File: src/rtl/hpair_cmpset.sv
module hpair_cmpset #(
  parameter int LANE_W = 16
) (
  input  logic        clk,
  input  logic        rst_n,
  input  logic        in_valid,
  input  logic [63:0] instr,
  input  logic [31:0] src_a,
  input  logic [31:0] src_b,
  input  logic        pred_in,
  output logic [7:0]  rd_a_idx,
  output logic [7:0]  rd_b_idx,
  output logic [2:0]  pred_idx,
  output logic        out_valid,
  output logic        out_wr,
  output logic        out_illegal,
  output logic        out_unsup,
  output logic [7:0]  out_dst,
  output logic [31:0] out_result
);
  localparam int LANES = 2;
  localparam logic [LANE_W-1:0] ONE_H = 16'h3C00;

  function automatic logic [LANE_W-1:0] apply_mod(input logic [LANE_W-1:0] x,
                                                   input logic clr, input logic flip);
    return {(x[LANE_W-1] & ~clr) ^ flip, x[LANE_W-2:0]};
  endfunction

  function automatic logic cmp_half(input logic [LANE_W-1:0] a, input logic [LANE_W-1:0] b,
                                    input logic [3:0] c);
    logic a_nan, b_nan, zz, lt, gt, eq;
    logic [LANE_W-1:0] ka, kb;
    a_nan = (&a[14:10]) && (|a[9:0]);
    b_nan = (&b[14:10]) && (|b[9:0]);
    zz    = (a[14:0] == 15'd0) && (b[14:0] == 15'd0);
    ka    = a[15] ? ~a : {1'b1, a[14:0]};
    kb    = b[15] ? ~b : {1'b1, b[14:0]};
    eq    = zz || (ka == kb);
    lt    = !eq && (ka < kb);
    gt    = !eq && !lt;
    if (a_nan || b_nan) return c[3];
    return (lt & c[0]) | (eq & c[1]) | (gt & c[2]);
  endfunction

  logic is_reg, is_half, is_imm, is_cb, legal, bf, pterm;
  logic [1:0] comb;
  logic [LANES-1:0] hit;
  logic [31:0] res;
  logic [LANE_W-1:0] lane_v [LANES];
  logic unused_bits;

  assign is_reg  = instr[63:51] == 13'b0101110100011;
  assign is_half = instr[63:57] == 7'b0111110;
  assign is_imm  = is_half && !instr[55];
  assign is_cb   = is_half && instr[55];
  assign comb    = instr[42:41];
  assign legal   = (is_reg || is_imm) && (comb != 2'd3);
  assign bf      = is_reg ? instr[49] : instr[53];
  assign pterm   = pred_in ^ instr[40];

  assign rd_a_idx = instr[15:8];
  assign rd_b_idx = instr[27:20];
  assign pred_idx = instr[39:37];

  assign unused_bits = ^{instr[50], instr[36], instr[19:16]};

  for (genvar ln = 0; ln < LANES; ln++) begin : g_lane
    logic [LANE_W-1:0] a_op, b_op, imm_v;
    logic c_out;
    assign imm_v = {instr[20+8*ln +: 8], 8'h00};
    assign a_op  = apply_mod(src_a[LANE_W*ln +: LANE_W], instr[44], instr[43]);
    assign b_op  = is_reg ? apply_mod(src_b[LANE_W*ln +: LANE_W], instr[30], instr[31]) : imm_v;
    assign c_out = cmp_half(a_op, b_op, instr[48:45]);
    always_comb begin
      case (comb)
        2'd0:    hit[ln] = c_out & pterm;
        2'd1:    hit[ln] = c_out | pterm;
        default: hit[ln] = c_out ^ pterm;
      endcase
    end
    assign lane_v[ln] = hit[ln] ? (bf ? ONE_H : {LANE_W{1'b1}}) : '0;
  end

  assign res = {lane_v[1], {LANE_W{1'b0}}} | {{LANE_W{1'b0}}, lane_v[0]};

  always_ff @(posedge clk or negedge rst_n) begin
    if (!rst_n) begin
      out_valid   <= 1'b0;
      out_wr      <= 1'b0;
      out_illegal <= 1'b0;
      out_unsup   <= 1'b0;
      out_dst     <= '0;
      out_result  <= '0;
    end else begin
      out_valid   <= in_valid;
      out_wr      <= in_valid && legal;
      out_illegal <= in_valid && !is_cb && !legal;
      out_unsup   <= in_valid && is_cb;
      out_dst     <= in_valid ? instr[7:0] : 8'd0;
      out_result  <= (in_valid && legal) ? res : 32'd0;
    end
  end
endmodule


File: config.mk
export PLATFORM = sky130hd
export DESIGN_NAME = hpair_cmpset
export DESIGN_NICKNAME = d
export VERILOG_FILES = /design/src/rtl/hpair_cmpset.sv
export SDC_FILE = /design/constraint.sdc
export NUM_CORES = 1
export LEC_CHECK = 0
export BUFFER_PORTS_ARGS = -buffer_cell sky130_fd_sc_hd__buf_2
export CAP_MARGIN = 20
export CORE_ASPECT_RATIO = 1.75
export CORE_UTILIZATION = 35
export CTS_CLUSTER_SIZE = 20
export DETAILED_ROUTE_END_ITERATION = 10
export PLACE_DENSITY = 0.68
export SYNTH_ARGS = -nofsm -noshare
export SYNTH_HDL_FRONTEND = slang
export SYNTH_SLANG_ARGS = --single-unit
export TNS_END_PERCENT = 30
File: constraint.sdc
create_clock -name clk -period 1.8 [get_ports clk]
set_clock_uncertainty 0.1 [all_clocks]
set_input_delay 0.36 -clock clk [delete_from_list [all_inputs] [get_ports clk]]
set_output_delay 0.36 -clock clk [all_outputs]
set_load 0.02 [all_outputs]
==> metrics.md, run 1 <==
| Metric | Value |
|---|---|
| Sequential share of the synthesized area | 13.3% |
| Number of synthesized flops with an enable pin | 0 |
| Status | finished with violations |
| CP endpoint kind | flop |
| Hold Path Class | primary input to flop |
| Pleak | roughly 2.2 nW |
| Total gr overflow | 0 |
| Syn avg cell area | around 8.3 sq um |
| Die width | 72.2 microns |
| Nature of the critical path startpoint | primary input |
| Sequential cell area | approximately 400 sq um |
| IO Port Bufs | 166 |
| Total CTS buffers | 3 |
| Post-layout util | 51.1% |
| Final setup vio count | 5 |
| P per Cell Area | 457 mW/mm^2 |
| Largest net degree at the start of global routing | 18 |
| Die Span Y | between 100 and 150 microns |
| Die Area | 0.00902 sq mm |
| Final worst slack | -2.35 ns |
| Slew margin rel. | 74.8% |
| Layout cells sized above 1 | 45.0% |
| CTS tree | done |
| # DRC | 0 |
| Max Freq | around 240 MHz |
| ANT nets after route | 0 |
| RSZ-0062 raised after global routing | true |
| Clk sink count | 16 |
| Num rows | 44 |
| Register bit total from synthesis | 16 |
| FFs w/ async S/R, synth | 100% |
| Synth-to-layout area growth | 40.7% |
| Num ports | 195 |
| Worst endpoint required time | 1.88 ns |
| Max VDD drop | roughly 0.00033 V |
| H-tree Lvls | 1 |
| Multi-input logic area | about 0.0023 sq mm |
| Total Neg Setup Slack | -9.33 ns |
| First-pass DRT Iterations | 4 |
| Post-layout power | 1.94 mW |
| Min Clock Period, post-route | 4.15 ns |
| Global-route wire length before repair | around 14000 microns |
| Syn Nets | 531 |
| Setup CP Type | primary input to flop |
| Initial core utilization | a little over a third |
| DPL Wire Length | a little under 8000 microns |
| Iter 0 DRT Violations | 63 |
| Core region area | between 0.008 and 0.009 sq mm |
| N_diodes | 0 |
| Yosys warnings | 0 |
| Final max-slew violation count | 0 |
| Synth unique cells | 47 |
| Initial antenna violation count | 0 |
| Period utilization | 230% |
| Fill cell count | 788 |
| Max-Cap Viols | 0 |
| Syn Inst Count | 363 |
| Synth Flop Type | dfrtp_1 |
| CTS clock-pin slew for the worst setup and hold paths | roughly 0.050 ns |
| CTS Buffer Depth | 2 |
| Vias in the first global route | 3261 |
| Vias per inst | 5.01 |
| Max FO, Critical Path | 8 |
| Clock root buffer | clkbuf_16 |
| WL per Instance | about 14 microns |
| Violated checks | negative setup slack |
| Total length of routed wires | roughly 9000 microns |
| Total GRT Usage | between 10% and 20% |
| Worst-margin pin slew | approximately 0.38 ns |
| GPL Wtd Cong | 0.854 |
| NumNets Final | roughly 700 |
| Fin. Hold Viols | 0 |
| Synth Cell Area | around 0.0030 sq mm |
| DP Worst Slack | -2.69 ns |
| Vias | ~3300 |
| Data arrival, critical path | between 4 and 5 ns |
worst paths after layout:
check                          start  slack, ns        endpoint  depth (start not counted)
setup / recovery           instr[54]      -2.35  out_result[30]                         19
hold / removal              instr[7]       0.23      out_dst[7]                          2
max in group asynchronous      rst_n       0.89  out_result[29]                          2
min in group asynchronous      rst_n       0.46  out_result[15]                          2
repair_timing:
item                                    in CTS  in global routing
hold endpoints to repair                    16                  0
buffers inserted                             1                  1
pin swaps                                    2                  2
hold buffers                                 1                  0
resized for setup                            6                  3
endpoints found under the setup margin       5                  5
synth_stat cells, types with 3 or more instances:
library cell   n  area, sq um
buf_4         47          353
inv_1          6         22.5
and3_1         5         31.3
o31ai_1        3         22.5
or3_1          3         18.8
dfrtp_1       16          400
nand2_1       12         45.0
nand3_1       10         50.1
nor4_1        15         93.8
nor3_1         5         25.0
xnor2_1       62          543
o21ai_0        7         35.0
ha_1          36          450
or4_1          3         22.5
nor2_1         9         33.8
nand4_1       12         75.1
nor2b_1        6         37.5
and4_1         6         52.6
xor2_1         3         26.3
a21o_1         5         37.5
clkbuf_1       6         22.5
and2_1        13         81.3
o21a_1         3         22.5
mux2i_1       14          140
a21oi_1       28          140
critical path, cell delays in order:
cell and delay [ns]:
buf_2 0.10, or4b_4 0.53, or4_4 0.49, nor2_2 0.18, nor2_4 0.06, buf_12 0.13
xnor2_1 0.17, ha_1 0.27, nand4_1 0.17, nor4_2 0.08, a21boi_2 0.16, or4_1 0.50
and4_1 0.20, o31a_1 0.24, ha_2 0.16, nand2_1 0.06, o21ai_1 0.05, o21ai_1 0.15
and3_1 0.17
sequential cells by signal, summed over array words and instances (netlist names):
signal       cells
out_dst          8
out_result       4
out_illegal      1
out_unsup        1
out_valid        1
out_wr           1
power breakdown:
group	switching, mW	leakage (nW)	internal, mW
Combinational	0.535	1.93	0.560
Sequential	0.00259	0.210	0.372
Clock	0.132	0.0442	0.337
Total	0.670	2.19	1.27
through the flow:
step / hold slack (ns) / std cells / area, sq um
final: 0.228 / 650 / 4250
after detailed placement: 0.181 / 643 / 4080
after floorplan: -0.0356 / 363 / 3040
after CTS: 0.226 / 649 / 4230
after global placement: 0.180 / 643 / 4080
after global routing: 0.238 / 650 / 4250
final cells by class:
| type | instances | share of cell area [%] |
|---|---|---|
| clock buffer | 4 | 2.09 |
| inverter | 6 | 0.530 |
| multi-input combinational | 285 | 53.2 |
| sequential | 16 | 9.43 |
| tap | 115 | 3.39 |
| timing repair buffer | 224 | 31.3 |
cell usage in the layout, fill, tap and decap left out, types with 3 or more instances in the layout:
master	instances
buf_2	166
nor2b_1	6
nand2_1	12
ha_1	35
xnor2_1	60
xor2_1	3
mux2i_1	13
a21oi_1	28
and4_1	6
or3_1	3
nor4_1	13
o21ai_0	5
and2_1	12
a21o_1	5
clkbuf_16	3
dfrtp_1	16
nor2_1	8
or4_1	3
buf_4	51
nand4_1	12
and3_1	5
o31ai_1	3
nand3_1	10
buf_12	4
nor3_1	5
o21a_1	3
inv_1	6
per-layer routing:
layer	global-route usage, %	routed length, microns	up-vias
met5	0	0	-
met4	8.54	297	0
met3	1.54	427	27
met2	40.0	5000	141
met1	18.3	3150	1467
li1	-	-	1621
cells by family after synthesis:
kind of cell             count (synthesis)  share of synthesized area, %
AO/OA/AOI/OAI                           60                          12.2
adder cells (fa/ha/maj)                 36                          14.9
buffers and inverters                   62                          13.9
XOR/XNOR                                65                          18.9
multiplexers                            14                          4.64
flip-flops                              16                          13.3
AND/OR/NAND/NOR                        110                          22.3
(Power assumes the default switching activity.)
==> run 2, diff against run 1 <==
--- a/config.mk
+++ b/config.mk
@@ -12,6 +12,7 @@
 export CTS_CLUSTER_SIZE = 20
 export DETAILED_ROUTE_END_ITERATION = 10
 export PLACE_DENSITY = 0.68
+export RECOVER_POWER = 25
 export SYNTH_ARGS = -nofsm -noshare
 export SYNTH_HDL_FRONTEND = slang
 export SYNTH_SLANG_ARGS = --single-unit
==> run 2 against run 1 <==
The flow still finishes with violations (negative setup slack). Clock power barely moved. Via count barely moved. Sequential power barely moved. First-iteration DRC count did not move. Wire length fell by 0.10%. Clock-buffer cell count did not move. Highest routed layer unchanged. Utilization barely moved. Non-clock buffer count did not move. Final cell count did not move. Worst setup slack improved by 0.0074 ns.
==> metrics.md, run 2 (synthesized netlist as in run 1, its figures left out) <==
| Metric | Value |
|---|---|
| Crit-path cells | buf_2 > or4b_4 > or4_4 > buf_8 > mux2i_4 > xnor2_1 > ha_1 > nand4_1 > nor4_2 > a21boi_2 > or4_1 > and4_1 > o31a_1 > ha_2 > nand2_1 > o21ai_1 > o21ai_1 > and3_1 |
| # DRC | 0 |
| Core region area | 0.00831 sq mm |
| Fill cell count | a little under 800 |
| Sw Pwr | around 0.67 mW |
| Pleak | between 2 and 2.5 nW |
| Clock root buffer | clkbuf_16 |
| RSZ-0062 raised after global routing | true |
| Internal Power | about 1.3 mW |
| Total CTS buffers | 3 |
| Global-route wire length before repair | 14000 microns |
| NumNets Final | roughly 700 |
| CTS clock-pin slew for the worst setup and hold paths | 0.05 ns |
| Vias per inst | 5.01 |
| Commonest non-fill, non-tap cell in the layout | buf_2 |
| Clk sink count | 16 |
| First-pass DRT Iterations | 4 |
| DPL Wire Length | just under 8000 microns |
| Hold Path Class | primary input to flop |
| Max FO, Critical Path | 17 |
| Most flop-heavy register | out_dst |
| Max VDD drop | approximately 0.00033 V |
| Die Span Y | 125 microns |
| Die Area | about 0.009 sq mm |
| Most frequent cells in the layout | buf_2, xnor2_1, buf_4 |
| DP Worst Slack | -2.69 ns |
| CTS Buffer Depth | 2 |
| Num rows | 44 |
| Cell family with most CP delay | simple AND/OR/NAND/NOR gates |
| CP endpoint kind | flop |
| Post-layout power | a little under 2 mW |
| Initial antenna violation count | 0 |
| Total gr overflow | 0 |
| Slowest stage delay, CP | ~0.53 ns |
| Max Freq | about 240 MHz |
| CTS tree | done |
| CP most frequent cell | o21ai_1 |
| Critical path buffers and inverters | 2 |
| Num ports | about 200 |
| Total length of routed wires | 8860 microns |
| WL per Instance | approximately 14 microns |
| Largest net degree at the start of global routing | 18 |
| Status | finished with violations |
| Total GRT Usage | between 10% and 20% |
| Iter 0 DRT Violations | 63 |
| CP Depth | 18 |
| GPL Wtd Cong | 0.854 |
| Biggest regs | out_dst (8), out_result (4) |
| Slew margin rel. | 44.3% |
| Switching share of total power | approximately a third |
| Data arrival, critical path | ~4.2 ns |
| Max-Cap Viols | 0 |
| Initial core utilization | 36.3% |
| Worst Hold Depth | 2 |
| Violated checks | negative setup slack |
| Final setup vio count | 5 |
| Layout cells sized above 1 | approximately 45% |
| N_diodes | 0 |
| Max reg flops | 8 |
| Fin. Hold Viols | 0 |
| Period utilization | 230% |
| Die width | 72.2 microns |
| Clock Power Share | 24.2% |
| Final max-slew violation count | 0 |
| Worst endpoint required time | between 1.5 and 2 ns |
| Reg power frac | just under 20% |
| Combinational power share | between 50% and 60% |
| P per Cell Area | roughly 460 mW/mm^2 |
| Min Clock Period, post-route | between 4 and 5 ns |
| Synth-to-layout area growth | 40.6% |
| Nature of the critical path startpoint | primary input |
| Final worst slack | -2.34 ns |
| ANT nets after route | 0 |
| Vias | between 3000 and 4000 |
| Vias in the first global route | between 3000 and 4000 |
| IO Port Bufs | around 170 |
| Crit path max-delay cell type | or4b_4 |
| Setup CP Type | primary input to flop |
| Worst-margin pin slew | ~0.84 ns |
| H-tree Lvls | 1 |
run 2: changes by cell type in the layout (fill, tap and decap cells not counted), sizes merged:
cell	previous run	this run
buf	223	222
clkbuf	4	5
run 2: cell type report:
cell class	instances	area (sq um)	share of cell area, %
inverters	6	22.5	0.531
well taps	115	144	3.39
multi-input cells	285	2260	53.3
flip-flops and latches	16	400	9.43
clock buffers	4	88.8	2.09
repair buffers	224	1330	31.3
run 2: worst paths after layout:
path                       startpoint        endpoint  slack, ns
setup / recovery            instr[54]  out_result[30]      -2.34
hold / removal               instr[7]      out_dst[7]       0.23
max in group asynchronous       rst_n  out_result[29]       0.45
min in group asynchronous       rst_n  out_result[15]       0.63
run 2: per-layer routing:
layer	vias to the layer above	part of all wire, %	routed length [microns]	global-route usage (%)
met4	0	3.4	297	8.54
met3	27	4.8	429	1.54
li1	1620	-	-	-
met1	1467	35	3140	18.3
met2	143	56	5000	40.0
met5	-	0	0	0
run 2: power groups by stage:
stage / sequential [mW] / combinational, mW / clock, mW
floorplan: 0.396 / 0.640 / 0
global placement: 0.380 / 1.05 / 0
detailed placement: 0.380 / 1.08 / 0
CTS: 0.375 / 1.10 / 0.477
global route: 0.375 / 1.22 / 0.493
finish: 0.375 / 1.09 / 0.469
run 2: through the flow:
stage	cells	cell area [sq um]	hold slack, ns	TNS, ns	util, %
final	650	4250	0.228	-9.32	51.1
after global placement	643	4080	0.180	-10.57	49.1
after floorplan	363	3040	-0.0356	-10.31	-
after detailed placement	643	4080	0.181	-10.97	49.1
after CTS	649	4230	0.226	-9.46	50.8
after global routing	650	4250	0.238	-10.28	51.1
run 2: timing repair:
item / 4_1_cts / 5_1_grt
hold endpoints to repair: 16 / 0
buffers inserted: 1 / 1
endpoints found under the setup margin: 5 / 5
resized for setup: 6 / 3
hold buffers: 1 / 0
pin swaps: 2 / 2
